`src/rtl/irq_router_pkg.sv`:
```
package irq_router_pkg;
  localparam int unsigned EN_BASE   = 'h10;
  localparam int unsigned PEND_BASE = 'h20;
  localparam int unsigned CH_STRIDE = 'h40;
endpackage

```
`src/rtl/irq_src_sync.sv`:
```
module irq_src_sync #(
  parameter int unsigned W = 32
) (
  input  logic         clk_i,
  input  logic         rst_ni,
  input  logic [W-1:0] async_i,
  output logic [W-1:0] sync_o
);
  logic [W-1:0] meta_q, sync_q;

  always_ff @(posedge clk_i or negedge rst_ni) begin
    if (!rst_ni) begin
      meta_q <= '0;
      sync_q <= '0;
    end else begin
      meta_q <= async_i;
      sync_q <= meta_q;
    end
  end

  assign sync_o = sync_q;
endmodule

```
`src/rtl/irq_chan.sv`:
```
module irq_chan #(
  parameter int unsigned W = 32
) (
  input  logic         clk_i,
  input  logic         rst_ni,
  input  logic [W-1:0] src_sync_i,
  input  logic         wr_i,
  input  logic [W-1:0] wr_data_i,
  output logic [W-1:0] en_o,
  output logic [W-1:0] pend_o,
  output logic         irq_o
);
  logic [W-1:0] en_q;
  logic         irq_q;

  always_ff @(posedge clk_i or negedge rst_ni) begin
    if (!rst_ni)   en_q <= '0;
    else if (wr_i) en_q <= wr_data_i;
  end

  assign pend_o = src_sync_i & en_q;

  always_ff @(posedge clk_i or negedge rst_ni) begin
    if (!rst_ni) irq_q <= 1'b0;
    else         irq_q <= |pend_o;
  end

  assign en_o  = en_q;
  assign irq_o = irq_q;

  AST_MASKED_LOW: assert property (@(posedge clk_i) disable iff (!rst_ni)
    (en_q == '0) |=> !irq_o);
  AST_IRQ_NEEDS_SRC: assert property (@(posedge clk_i) disable iff (!rst_ni)
    $rose(irq_o) |-> $past(|src_sync_i));
  AST_EN_HOLD: assert property (@(posedge clk_i) disable iff (!rst_ni)
    !wr_i |=> $stable(en_q));
endmodule

```
`src/rtl/irq_reg_decode.sv`:
```
module irq_reg_decode
  import irq_router_pkg::*;
#(
  parameter int unsigned N_CH   = 8,
  parameter int unsigned W      = 32,
  parameter int unsigned ADDR_W = 10
) (
  input  logic                    clk_i,
  input  logic                    rst_ni,
  input  logic [ADDR_W-1:0]       addr_i,
  input  logic                    wr_en_i,
  input  logic [N_CH-1:0][W-1:0]  en_rd_i,
  input  logic [N_CH-1:0][W-1:0]  pend_rd_i,
  output logic [N_CH-1:0]         wr_sel_o,
  output logic [W-1:0]            rd_data_o
);
  logic [N_CH-1:0] en_hit, pend_hit;
  logic            hit_any;
  logic [W-1:0]    rd_next, rd_q;

  always_comb begin
    en_hit   = '0;
    pend_hit = '0;
    rd_next  = '0;
    for (int n = 0; n < N_CH; n++) begin
      en_hit[n]   = (addr_i == ADDR_W'(EN_BASE   + CH_STRIDE * n));
      pend_hit[n] = (addr_i == ADDR_W'(PEND_BASE + CH_STRIDE * n));
      rd_next     = rd_next | ({W{en_hit[n]}} & en_rd_i[n])
                            | ({W{pend_hit[n]}} & pend_rd_i[n]);
    end
  end

  assign hit_any  = |{en_hit, pend_hit};
  assign wr_sel_o = en_hit & {N_CH{wr_en_i}};

  always_ff @(posedge clk_i or negedge rst_ni) begin
    if (!rst_ni) rd_q <= '0;
    else         rd_q <= rd_next;
  end

  assign rd_data_o = rd_q;

  AST_UNMAPPED_ZERO: assert property (@(posedge clk_i) disable iff (!rst_ni)
    !hit_any |=> (rd_data_o == '0));
endmodule

```
`src/rtl/irq_router.sv`:
```
module irq_router #(
  parameter int unsigned N_CH   = 8,
  parameter int unsigned N_SRC  = 32,
  parameter int unsigned ADDR_W = 10
) (
  input  logic              clk_i,
  input  logic              rst_ni,
  input  logic [ADDR_W-1:0] addr_i,
  input  logic              wr_en_i,
  input  logic [N_SRC-1:0]  wr_data_i,
  output logic [N_SRC-1:0]  rd_data_o,
  input  logic [N_SRC-1:0]  src_i,
  output logic [N_CH-1:0]   irq_o
);
  logic [N_SRC-1:0]            src_sync;
  logic [N_CH-1:0]             wr_sel;
  logic [N_CH-1:0][N_SRC-1:0]  en_rd, pend_rd;

  irq_src_sync #(.W(N_SRC)) u_sync (
    .clk_i   (clk_i),
    .rst_ni  (rst_ni),
    .async_i (src_i),
    .sync_o  (src_sync)
  );

  for (genvar n = 0; n < N_CH; n++) begin : g_ch
    irq_chan #(.W(N_SRC)) u_chan (
      .clk_i      (clk_i),
      .rst_ni     (rst_ni),
      .src_sync_i (src_sync),
      .wr_i       (wr_sel[n]),
      .wr_data_i  (wr_data_i),
      .en_o       (en_rd[n]),
      .pend_o     (pend_rd[n]),
      .irq_o      (irq_o[n])
    );
  end

  irq_reg_decode #(.N_CH(N_CH), .W(N_SRC), .ADDR_W(ADDR_W)) u_dec (
    .clk_i     (clk_i),
    .rst_ni    (rst_ni),
    .addr_i    (addr_i),
    .wr_en_i   (wr_en_i),
    .en_rd_i   (en_rd),
    .pend_rd_i (pend_rd),
    .wr_sel_o  (wr_sel),
    .rd_data_o (rd_data_o)
  );

  AST_ONE_WRITE_TARGET: assert property (@(posedge clk_i) disable iff (!rst_ni)
    !wr_en_i |-> (wr_sel == '0));
endmodule

```
`config.mk`:
```
export PLATFORM = sky130hd
export DESIGN_NAME = irq_router
export DESIGN_NICKNAME = d
export VERILOG_FILES = /design/src/rtl/irq_router_pkg.sv /design/src/rtl/irq_src_sync.sv /design/src/rtl/irq_chan.sv /design/src/rtl/irq_reg_decode.sv /design/src/rtl/irq_router.sv
export SDC_FILE = /design/constraint.sdc
export NUM_CORES = 1
export LEC_CHECK = 0
export BUFFER_PORTS_ARGS = -buffer_cell sky130_fd_sc_hd__buf_2
export CAP_MARGIN = 20
export CELL_PAD_IN_SITES_DETAIL_PLACEMENT = 1
export CELL_PAD_IN_SITES_GLOBAL_PLACEMENT = 1
export CORE_ASPECT_RATIO = 1.75
export CORE_UTILIZATION = 50
export CTS_BUF_LIST = sky130_fd_sc_hd__clkbuf_16
export DETAILED_ROUTE_END_ITERATION = 8
export GPL_TIMING_DRIVEN = 0
export PLACE_DENSITY = 0.84
export SLEW_MARGIN = 20
export SYNTH_ARGS = -nofsm -noshare
export SYNTH_HDL_FRONTEND = slang
export SYNTH_SLANG_ARGS = --single-unit
```
`constraint.sdc`:
```
create_clock -name clk_i -period 1.9 [get_ports clk_i]
set_input_delay 0.285 -clock clk_i [delete_from_list [all_inputs] [get_ports clk_i]]
set_output_delay 0.285 -clock clk_i [all_outputs]
set_load 0.02 [all_outputs]
```
; ---- Word level (Yosys, flattened, before mapping)
; Index checks and enable logic that the tools add are counted.
[word_totals]
register_bits = 360
input_bits = 77
out_inout_bits = 40
word_cells = 83
[op_classes]
n_eq_ne = 16
bitwise = 40
n_reduce_logical = 8
[op_table]
columns = cell, n
row1 = $and 32x32->32, 24
row2 = $or 32x32->32, 15
row3 = $reduce_or 32->1, 8
row4 = $eq 10x9->1 const B, 8
row5 = $eq 10x8->1 const B, 4
row6 = $eq 10x7->1 const B, 2
row7 = $eq 10x5->1 const B, 1
row8 = $eq 10x6->1 const B, 1
row9 = $and 8x8->8, 1

; ---- Depth between registers and ports, before layout
; Gate-level depths: netlist (run 1).
[logic_depth]
depth_word = 17
mapped_depth = 9

; ---- By module
; A second synthesis (run 1) with hierarchy kept.
[hier_totals]
hier_cells = 1610
area_unflattened_um2 = 18576.6
[by_module_without_submodules]
columns = mod, instances, cells_each, area_each_um2
row1 = irq_chan, 8, 114, 1498.9
row2 = irq_reg_decode, 1, 634, 4983.5
row3 = irq_src_sync, 1, 64, 1601.5

; ---- Worst setup path after synthesis (run 1)
; No wires, ideal clock.
[synth_timing]
path_kind = in2reg
startpoint = input addr_i[5]
endpoint = register g_ch[5].u_chan.en_q[10]
arrival_time_ps = 1717
t_required_ps = 1775
setup_slack_ps = 58
cell_stages = 7
path_buffers = 3
cell_sequence = buf_2 -> and3b_1 -> buf_2 -> nand3_2 -> nor3_2 -> buf_4 -> mux2_2
[synth_via]
elab_chain_len = 2
[synth_rtl]
columns = item, line
row1 = start: declaration, irq_router.sv:8  ; input logic [ADDR_W-1:0] addr_i,
row2 = $eq 10x9->1, irq_reg_decode.sv:26  ; en_hit[n] = (addr_i == ADDR_W'(EN_BASE + CH_STRIDE * n));
row3 = $and 8x8->8, irq_reg_decode.sv:34  ; assign wr_sel_o = en_hit & {N_CH{wr_en_i}};
row4 = end signal: assignment, irq_chan.sv:18  ; else if (wr_i) en_q <= wr_data_i;
row5 = end: declaration, irq_chan.sv:13  ; logic [W-1:0] en_q;
; No other way between the ends.
; A chain may end at the register's enable or synchronous reset.

; ---- Worst setup path in the final report (run 1)
[layout_timing]
startpoint = register u_sync.sync_q[22] (netlist: u_sync.sync_o[22])
endpoint = register g_ch[5].u_chan.irq_q
[layout_via]
elab_chain_len = 2
[layout_rtl]
columns = item, line
row1 = start: declaration, irq_src_sync.sv:9  ; logic [W-1:0] meta_q, sync_q;
row2 = start signal: assignment, irq_src_sync.sv:17  ; sync_q <= meta_q;
row3 = $and 32x32->32, irq_chan.sv:21  ; assign pend_o = src_sync_i & en_q;
row4 = $reduce_or 32->1, irq_chan.sv:25  ; else irq_q <= |pend_o;
row5 = end signal: assignment, irq_chan.sv:25
row6 = end: declaration, irq_chan.sv:14  ; logic irq_q;
; No other way between the ends.

==> results of run 1 <==
[area by class of cell]
class                   count  area (sq um)  share of cell area
repair buffers            184          1290              0.0597
plain buffers             148          1080              0.0499
well taps                 465           582              0.0269
clock buffers              38           951              0.0440
multi-input cells        1000          8510               0.394
diodes                      4          10.0            0.000463
inverters                   2          7.51            0.000347
flip-flops and latches    360          9040               0.418
clock inverters            24           145             0.00672
[path summary, 6_finish.rpt]
check / from / endpoint / slack, ns
setup / recovery: u_sync.sync_o[22] / g_ch[5].u_chan.irq_o / -0.23
hold / removal: wr_data_i[28] / g_ch[1].u_chan.en_o[28] / 0.06
setup reg to reg: u_sync.sync_o[22] / g_ch[5].u_chan.irq_o / -0.23
hold reg to reg: u_sync.meta_q[30] / u_sync.sync_o[30] / 0.35
max in group asynchronous: rst_ni / u_sync.sync_o[3] / 0.23
min in group asynchronous: rst_ni / g_ch[0].u_chan.en_o[17] / 0.31
[routing by layer]
| metal | vias up | track usage |
|---|---|---|
| li1 | 6454 | - |
| met1 | 8749 | 0.561 |
| met2 | 1727 | 0.789 |
| met3 | 766 | 0.268 |
| met4 | 12 | 0.518 |
| met5 | - | 0.0270 |
[synthesized netlist by cell type (2+ instances only)]
cell type / instances
dfrtp_1: 360
mux2_2: 248
nand3_1: 112
a22o_1: 86
a22oi_1: 74
nand2_1: 69
a21oi_1: 68
a32oi_1: 64
buf_2: 57
clkbuf_1: 57
a221oi_1: 54
a32o_1: 45
buf_4: 28
nor2_1: 25
o211ai_1: 18
a2111oi_0: 15
a221o_1: 15
nand4_1: 15
o21ai_0: 14
a41oi_1: 9
mux2_1: 9
a31oi_1: 7
and3_1: 6
buf_1: 6
nor2b_1: 6
or4_1: 5
and2_1: 4
and3b_1: 3
nand3b_1: 3
a211oi_1: 2
a222oi_1: 2
inv_1: 2
nor2_2: 2
nor3_2: 2
or3_1: 2
[stage by stage]
stage / total power [uW] / TNS (ns) / utilization
6_report: 16900 / -1.65 / 0.614
5_1_grt: 17100 / -1.68 / 0.614
4_1_cts: 16600 / -0.0433 / 0.598
3_5_place_dp: 9640 / -153.47 / 0.543
3_3_place_gp: 9570 / -2346.86 / 0.539
2_1_floorplan: 8720 / 0 / -
[power by group]
group          internal, uW  leakage (uW)  switching [uW]
clock network          3750      0.000564            3240
logic                   578       0.00426            1210
registers              7860       0.00484             266
[cell families (layout without fill, tap and decap cells)]
kind of cell / Yosys count / count (layout) / share of synthesized area
flip-flops: 360 / 360 / 0.506
AND/OR/NAND/NOR: 266 / 266 / 0.0766
buffers and inverters: 150 / 396 / 0.0415
multiplexers: 258 / 258 / 0.163
other: 0 / 4 / 0
AO/OA/AOI/OAI: 476 / 476 / 0.213
[flip-flops by register name, indices dropped and copies added, names as in the netlist]
register           count
g_ch.u_chan.en_o     256
u_dec.rd_data_o       32
u_sync.meta_q         32
u_sync.sync_o         32
g_ch.u_chan.irq_o      8
[worst max-delay path, stage by stage, from the launching register on]
cell and delay [ns]:
dfrtp_2 0.50, buf_12 0.16, a22oi_2 0.55, nand4_1 0.21, or4_4 0.56
[what timing repair did]
| item | CTS | global route |
|---|---|---|
| hold buffers | 33 | 0 |
| setup buffers | 10 | 22 |
| endpoints found under the setup margin | 123 | 187 |
| resized for setup | 133 | 164 |
| pin swaps | 14 | 35 |
| hold endpoints to repair | 101 | 0 |
==> metrics.txt, run 1 <==
cells after synthesis=1510; final WL=96.5 mm; DIE HEIGHT=252 um; final setup margin=-0.228 ns; top sig layer=met5; nets=1809; clock tree sinks=360; synthesized area=17800 sq um; hold path cells=2; DRC Markers=0; Hold Worst Slack=0.0643 ns; initial antenna violation count=9; Die ar.=36400 sq um; CTS buffer count=36; Tcrit/Tclk final=1.12; Bufs on Longest Clock Path=3; GRT Residual Overflow=0; commonest non-fill, non-tap cells in the layout=335 x dfrtp_1, 248 x mux2_2, 143 x buf_2, 104 x nand3_1, 84 x a22o_1; WL met1=29.9 mm; DR WL/cell=43.4 um; fin crit period=2.13 ns; antenna violation net count after detailed routing=0; largest cells by area after synthesis=dfrtp_1 51%, mux2_2 16%, a22o_1 4.2%, a32oi_1 3.1%, nand3_1 3.1%; Fmax achieved=470 MHz; CTS tree=done; Peak VDD IR=0.809 mV; root buf cell=clkbuf_16; Crit. End Element=register; static leakage=0.00966 uW; Setup WS pre-CTS=-1.00 ns; Reg2Reg Depth=4; most common cell after layout, fill and taps aside=dfrtp_1; core area=35200 sq um; Vias/cell=7.96; Syn. warnings=0; metal2 WL=42.6 mm; # IOs=117; unrepaired setup endpoints after global routing=yes; status=finished, violations left; sequential area share after synthesis=0.506; Netlist cell types=51; placed inst area=19100 sq um; Global Route Usage Sum=0.544; PwrDens=782 nW/um^2; Least-Margin Pin Slew=1.33 ns; row cnt=91; global-route wire length before repair=134 mm; initial core utilization=0.506; Hold Crit Class=input pin to register; net count after synthesis=1587; largest net degree at the start of global routing=96; FFs w/ async S/R, synth=1.00; slew margin rel.=0.116; I/O Buffers=115; post-synth top area share=0.506; # Max-Cap Violations=0; Die Width=145 um; CTS H-tree depth=2; Placer Congestion=1.05; #FFs+latches synth=360; # fillers=3533; Crit Path Category=register to register; Data required, critical path=2.31 ns; vias in the first global route=17900; Layout Skew=0.0308 ns; layout cell share with drive strength beyond 1=0.384; area delta synth->final=21.3%; critical path launch point type=register; clock slew at reported path FFs=0.07 ns; Post-synth EDFFs=0; final instance area=21600 sq um; Vias=17700; initial drt markers=2286; Setup Viol. Count Final=20; TritonRoute pass-1 iters=6; crit path max fanout=4; Critical Path AT=2.54 ns; ys flop type=dfrtp_1; Hold Vio Cnt, Final=0; Slew Limit Fails=0; DPL Wire Length=63.8 mm; Synth area leader=dfrtp_1; worst skew pair latency=0.57 ns; Layout Cells excl Fill=2225; dpl cells=2094; Avg Cell Area, Syn=11.8 sq um; failing checks=negative setup slack; metal3 WL=12.3 mm
Power figures use the tool's default switching activity.
==> run 2, diff against run 1 <==
==> constraint.sdc (replaced) <==
create_clock -name clk_i -period 2.1 [get_ports clk_i]
set_input_delay 0.315 -clock clk_i [delete_from_list [all_inputs] [get_ports clk_i]]
set_output_delay 0.315 -clock clk_i [all_outputs]
set_load 0.02 [all_outputs]
==> metrics.txt, run 2 (synthesis results as in run 1) <==
initial drt markers=2273; initial core utilization=0.506; Layout Skew=0.0364 ns; Worst R2R Start=u_sync.sync_o[28]; clock tree sinks=360; final WL=96.1 mm; PnR Total Power=15200 uW; hold worst-path end=g_ch[2].u_chan.en_o[5]; nets=1791; PwrDens=722 nW/um^2; crit path max fanout=10; CP Launch Point=addr_i[9]; core area=35200 sq um; # Max-Cap Violations=0; final setup margin=-0.308 ns; DRC Markers=0; TritonRoute pass-1 iters=6; multi-input logic area=8340 sq um; row cnt=91; status=finished, violations left; Critical Path AT=2.84 ns; Data required, critical path=2.53 ns; worst skew pair latency=0.57 ns; largest net degree at the start of global routing=96; # fillers=3583; root buf cell=clkbuf_16; Hold Vio Cnt, Final=0; GRT Residual Overflow=0; I/O Buffers=115; layout cell share with drive strength beyond 1=0.348; CP max stage delay=0.63 ns; Critical R2R Capture=g_ch[4].u_chan.irq_o; Crit. End Element=register; Reg2Reg Depth=4; Peak VDD IR=0.749 mV; CP cell instances=buf_2 -> nor3_1 -> and2_1 -> buf_2 -> nand2_1 -> clkbuf_1 -> a221o_1 -> o211ai_1; CTS tree=done; most common cell after layout, fill and taps aside=dfrtp_1; DPL Wire Length=63.8 mm; slew margin rel.=0.194; Die ar.=36400 sq um; initial antenna violation count=15; Vias/cell=7.96; r2r setup slk=-0.11 ns; failing checks=negative setup slack; Least-Margin Pin Slew=1.21 ns; DR WL/cell=43.5 um; Fmax achieved=415 MHz; Setup Viol. Count Final=21; clock slew at reported path FFs=0.07 ns; CTS buffer count=36; Hold Crit Class=input pin to register; Crit Path Category=input pin to register; Global Route Usage Sum=0.543; Placer Congestion=1.05; Bufs on Longest Clock Path=3; FF/Latch Area=9020 sq um; Tcrit/Tclk final=1.15; critical path launch point type=input pin; final instance area=21000 sq um; hold path cells=2; commonest non-fill, non-tap cells in the layout=348 x dfrtp_1, 248 x mux2_2, 164 x buf_2, 109 x nand3_1, 84 x a22o_1; number of flip-flops in the largest register=256; # IOs=117; fin crit period=2.41 ns; Critical Path Most Common Cell=buf_2; placed inst area=19100 sq um; area delta synth->final=18.1%; CTS H-tree depth=2; hold_sp=wr_data_i[5]; vias in the first global route=17900; Vias=17600; crit path max-delay cell type=nand2_1; Die Width=145 um; unrepaired setup endpoints after global routing=yes; Slew Limit Fails=0; antenna violation net count after detailed routing=0; global-route wire length before repair=134 mm; static leakage=0.00943 uW; DIE HEIGHT=252 um
-- run 2: how the worst max path moves through the flow --
stage,end,cells after the start
after floorplan,g_ch[5].u_chan.en_o[10],7
after global placement,u_dec.rd_data_o[12],1
after detailed placement,u_dec.rd_data_o[4],8
after CTS,g_ch[2].u_chan.irq_o,4
after global routing,u_dec.rd_data_o[17],8
final,u_dec.rd_data_o[17],8
-- run 2: metrics by stage --
step / instances / hold WS [ns] / setup TNS [ns] / worst slack (ns) / utilization
global route: 2203 / 0.108 / -1.77 / -0.202 / 0.598
CTS: 2190 / 0.0811 / -0.00463 / -0.00463 / 0.588
floorplan: 1510 / 0.0194 / 0 / 0.228 / -
global placement: 2090 / 0.331 / -2236.42 / -5.98 / 0.539
finish: 2208 / 0.0961 / -2.52 / -0.308 / 0.598
detailed placement: 2094 / 0.317 / -104.03 / -0.832 / 0.543
-- run 2: routing by layer --
| layer | GRT usage | up-vias | wire length (um) |
|---|---|---|---|
| met5 | 0 | - | 199 |
| met2 | 0.790 | 1638 | 41800 |
| met4 | 0.511 | 24 | 11700 |
| met3 | 0.262 | 761 | 12500 |
| li1 | - | 6414 | - |
| met1 | 0.563 | 8728 | 29900 |
-- run 2: critical path, delay by kind of cell --
kind / cells / cell delay, ns
AO/OA/AOI/OAI: 2 / 0.61
AND/OR/NAND/NOR: 3 / 1.05
buffers and inverters: 3 / 0.85
-- run 2: what timing repair did --
| action | CTS | global route |
|---|---|---|
| setup buffers | 1 | 11 |
| hold endpoints to repair | 101 | 0 |
| setup endpoints to repair | 32 | 81 |
| pin swaps | 2 | 16 |
| gates resized for setup | 39 | 111 |
| hold buffers | 33 | 0 |
-- run 2: cell type report --
type                            count  area share
Tap cell                          465      0.0277
Clock inverter                     24     0.00690
Clock buffer                       38      0.0452
Antenna cell                        5    0.000595
Inverter                            2    0.000357
Buffer                            148      0.0403
Multi-Input combinational cell   1000       0.396
Sequential cell                   360       0.429
Timing Repair Buffer              166      0.0539
-- run 2: report_power, final --
group          total [uW]  switching, uW  internal [uW]
Combinational        1500           1050            449
Sequential           7360            253           7100
Clock                6340           2940           3400
==> run 3, diff against run 2 <==
--- a/config.mk
+++ b/config.mk
@@ -7,14 +7,12 @@
 export LEC_CHECK = 0
 export BUFFER_PORTS_ARGS = -buffer_cell sky130_fd_sc_hd__buf_2
 export CAP_MARGIN = 20
-export CELL_PAD_IN_SITES_DETAIL_PLACEMENT = 1
-export CELL_PAD_IN_SITES_GLOBAL_PLACEMENT = 1
 export CORE_ASPECT_RATIO = 1.75
-export CORE_UTILIZATION = 50
+export CORE_UTILIZATION = 40
 export CTS_BUF_LIST = sky130_fd_sc_hd__clkbuf_16
 export DETAILED_ROUTE_END_ITERATION = 8
 export GPL_TIMING_DRIVEN = 0
-export PLACE_DENSITY = 0.84
+export PLACE_DENSITY = 0.6
 export SLEW_MARGIN = 20
 export SYNTH_ARGS = -nofsm -noshare
 export SYNTH_HDL_FRONTEND = slang
==> metrics.txt, run 3 (synthesis results as in run 1) <==
post-route setup TNS=-0.578 ns; initial antenna violation count=1; Placer Congestion=1.01; Hold Vio Cnt, Final=0; I/O Buffers=115; antenna violation net count after detailed routing=0; DPL Wire Length=61.7 mm; Least-Margin Pin Slew=1.21 ns; Bufs on Longest Clock Path=3; Die Width=162 um; worst skew pair latency=0.56 ns; row cnt=102; Crit. End Element=register; Data required, critical path=2.44 ns; Vias=16300; number of flip-flops in the largest register=256; clock slew at reported path FFs=0.07 ns; Fmax achieved=460 MHz; slew margin rel.=0.191; initial drt markers=2156; Critical Path AT=2.51 ns; # Max-Cap Violations=0; # fillers=4162; PwrDens=719 nW/um^2; CTS tree=done; clock tree sinks=360; layout cell share with drive strength beyond 1=0.335; failing checks=negative setup slack; crit path max fanout=10; Setup Viol. Count Final=16; Slew Limit Fails=0; DR WL/cell=38.6 um; DIE HEIGHT=281 um; DRC Markers=0; most common cell after layout, fill and taps aside=dfrtp_1; # IOs=117; root buf cell=clkbuf_16; fin crit period=2.18 ns; GRT Residual Overflow=0; TritonRoute pass-1 iters=6; Vias/cell=7.07; static leakage=0.00931 uW; CTS buffer count=35; Tcrit/Tclk final=1.04; Hold Crit Class=input pin to register; vias in the first global route=16500; status=finished, violations left; nets=1780; global-route wire length before repair=125 mm; commonest non-fill, non-tap cells in the layout=356 x dfrtp_1, 248 x mux2_2, 165 x buf_2, 112 x nand3_1, 86 x a22o_1; Layout Skew=0.0226 ns; core area=44200 sq um; Crit Path Category=input pin to register; final WL=88.8 mm; Setup WS pre-CTS=-1.01 ns; initial core utilization=0.403; Global Route Usage Sum=0.395; Peak VDD IR=0.925 mV; final setup margin=-0.0755 ns; CTS H-tree depth=2; area delta synth->final=17.6%; Die ar.=45400 sq um; largest net degree at the start of global routing=104; critical path launch point type=input pin; Core Util, Final=0.475; unrepaired setup endpoints after global routing=yes
-- run 3: changes by cell type in the layout (fill, tap and decap cells not counted), sizes merged --
cell,previous run,this run
buf,218,206
diode,5,1
bufinv,1,3
clkbuf,98,97
clkinv,14,15
inv,9,8
-- run 3: stage by stage --
stage / power [uW] / hold slack [ns] / instances / instance area [sq um]
2_1_floorplan: 7890 / 0.0194 / 1510 / 17800
3_3_place_gp: 8680 / 0.332 / 2197 / 19100
3_5_place_dp: 8710 / 0.335 / 2200 / 19200
4_1_cts: 15100 / 0.0776 / 2298 / 20900
5_1_grt: 15500 / 0.112 / 2299 / 21000
6_report: 15100 / 0.0941 / 2300 / 21000
-- run 3: report_power, final --
part	leakage, uW	internal, uW	switching [uW]
Sequential	0.00486	7100	241
Clock	0.000553	3420	2900
Combinational	0.00390	427	978
Total	0.00931	11000	4120
-- run 3: worst paths after layout --
path | startpoint | to | slack [ns] | cells after the start
max reg2reg | u_sync.sync_o[28] | g_ch[4].u_chan.irq_o | -0.06 | 4
min in group asynchronous | rst_ni | u_sync.sync_o[17] | 0.37 | 2
max in group asynchronous | rst_ni | u_sync.sync_o[28] | 0.73 | 3
max | addr_i[7] | u_dec.rd_data_o[27] | -0.08 | 6
min | wr_data_i[29] | g_ch[2].u_chan.en_o[29] | 0.09 | 2
min reg2reg | u_sync.meta_q[1] | u_sync.sync_o[1] | 0.34 | 0
-- run 3: layout make-up --
type	count	area, sq um	share of cell area
Sequential cell	360	9010	0.430
Multi-Input combinational cell	1000	8260	0.394
Timing Repair Buffer	156	1040	0.0494
Clock buffer	35	876	0.0418
Buffer	148	827	0.0395
Tap cell	572	716	0.0342
Clock inverter	26	213	0.0102
Inverter	2	7.51	0.000358
Antenna cell	1	2.50	0.000119
-- run 3: worst max-delay path: stages --
cell and delay [ns]:
buf_2 0.14, buf_4 0.20, clkbuf_1 0.72, buf_1 0.69, a221o_1 0.25, o211ai_1 0.15
-- run 3: what timing repair did --
| action | in CTS | in global routing |
|---|---|---|
| setup endpoints to repair | 38 | 103 |
| endpoints found under the hold margin | 109 | 0 |
| hold buffers | 33 | 0 |
| gates resized for setup | 52 | 54 |
| setup buffers | 4 | 1 |
| pin swaps | 5 | 7 |
-- run 3: per-layer routing --
layer	up-vias	part of all wire	track usage
met5	-	0	0
met4	0	0.097	0.328
met3	480	0.086	0.0776
met2	1171	0.47	0.644
met1	8230	0.35	0.446
li1	6385	-	-
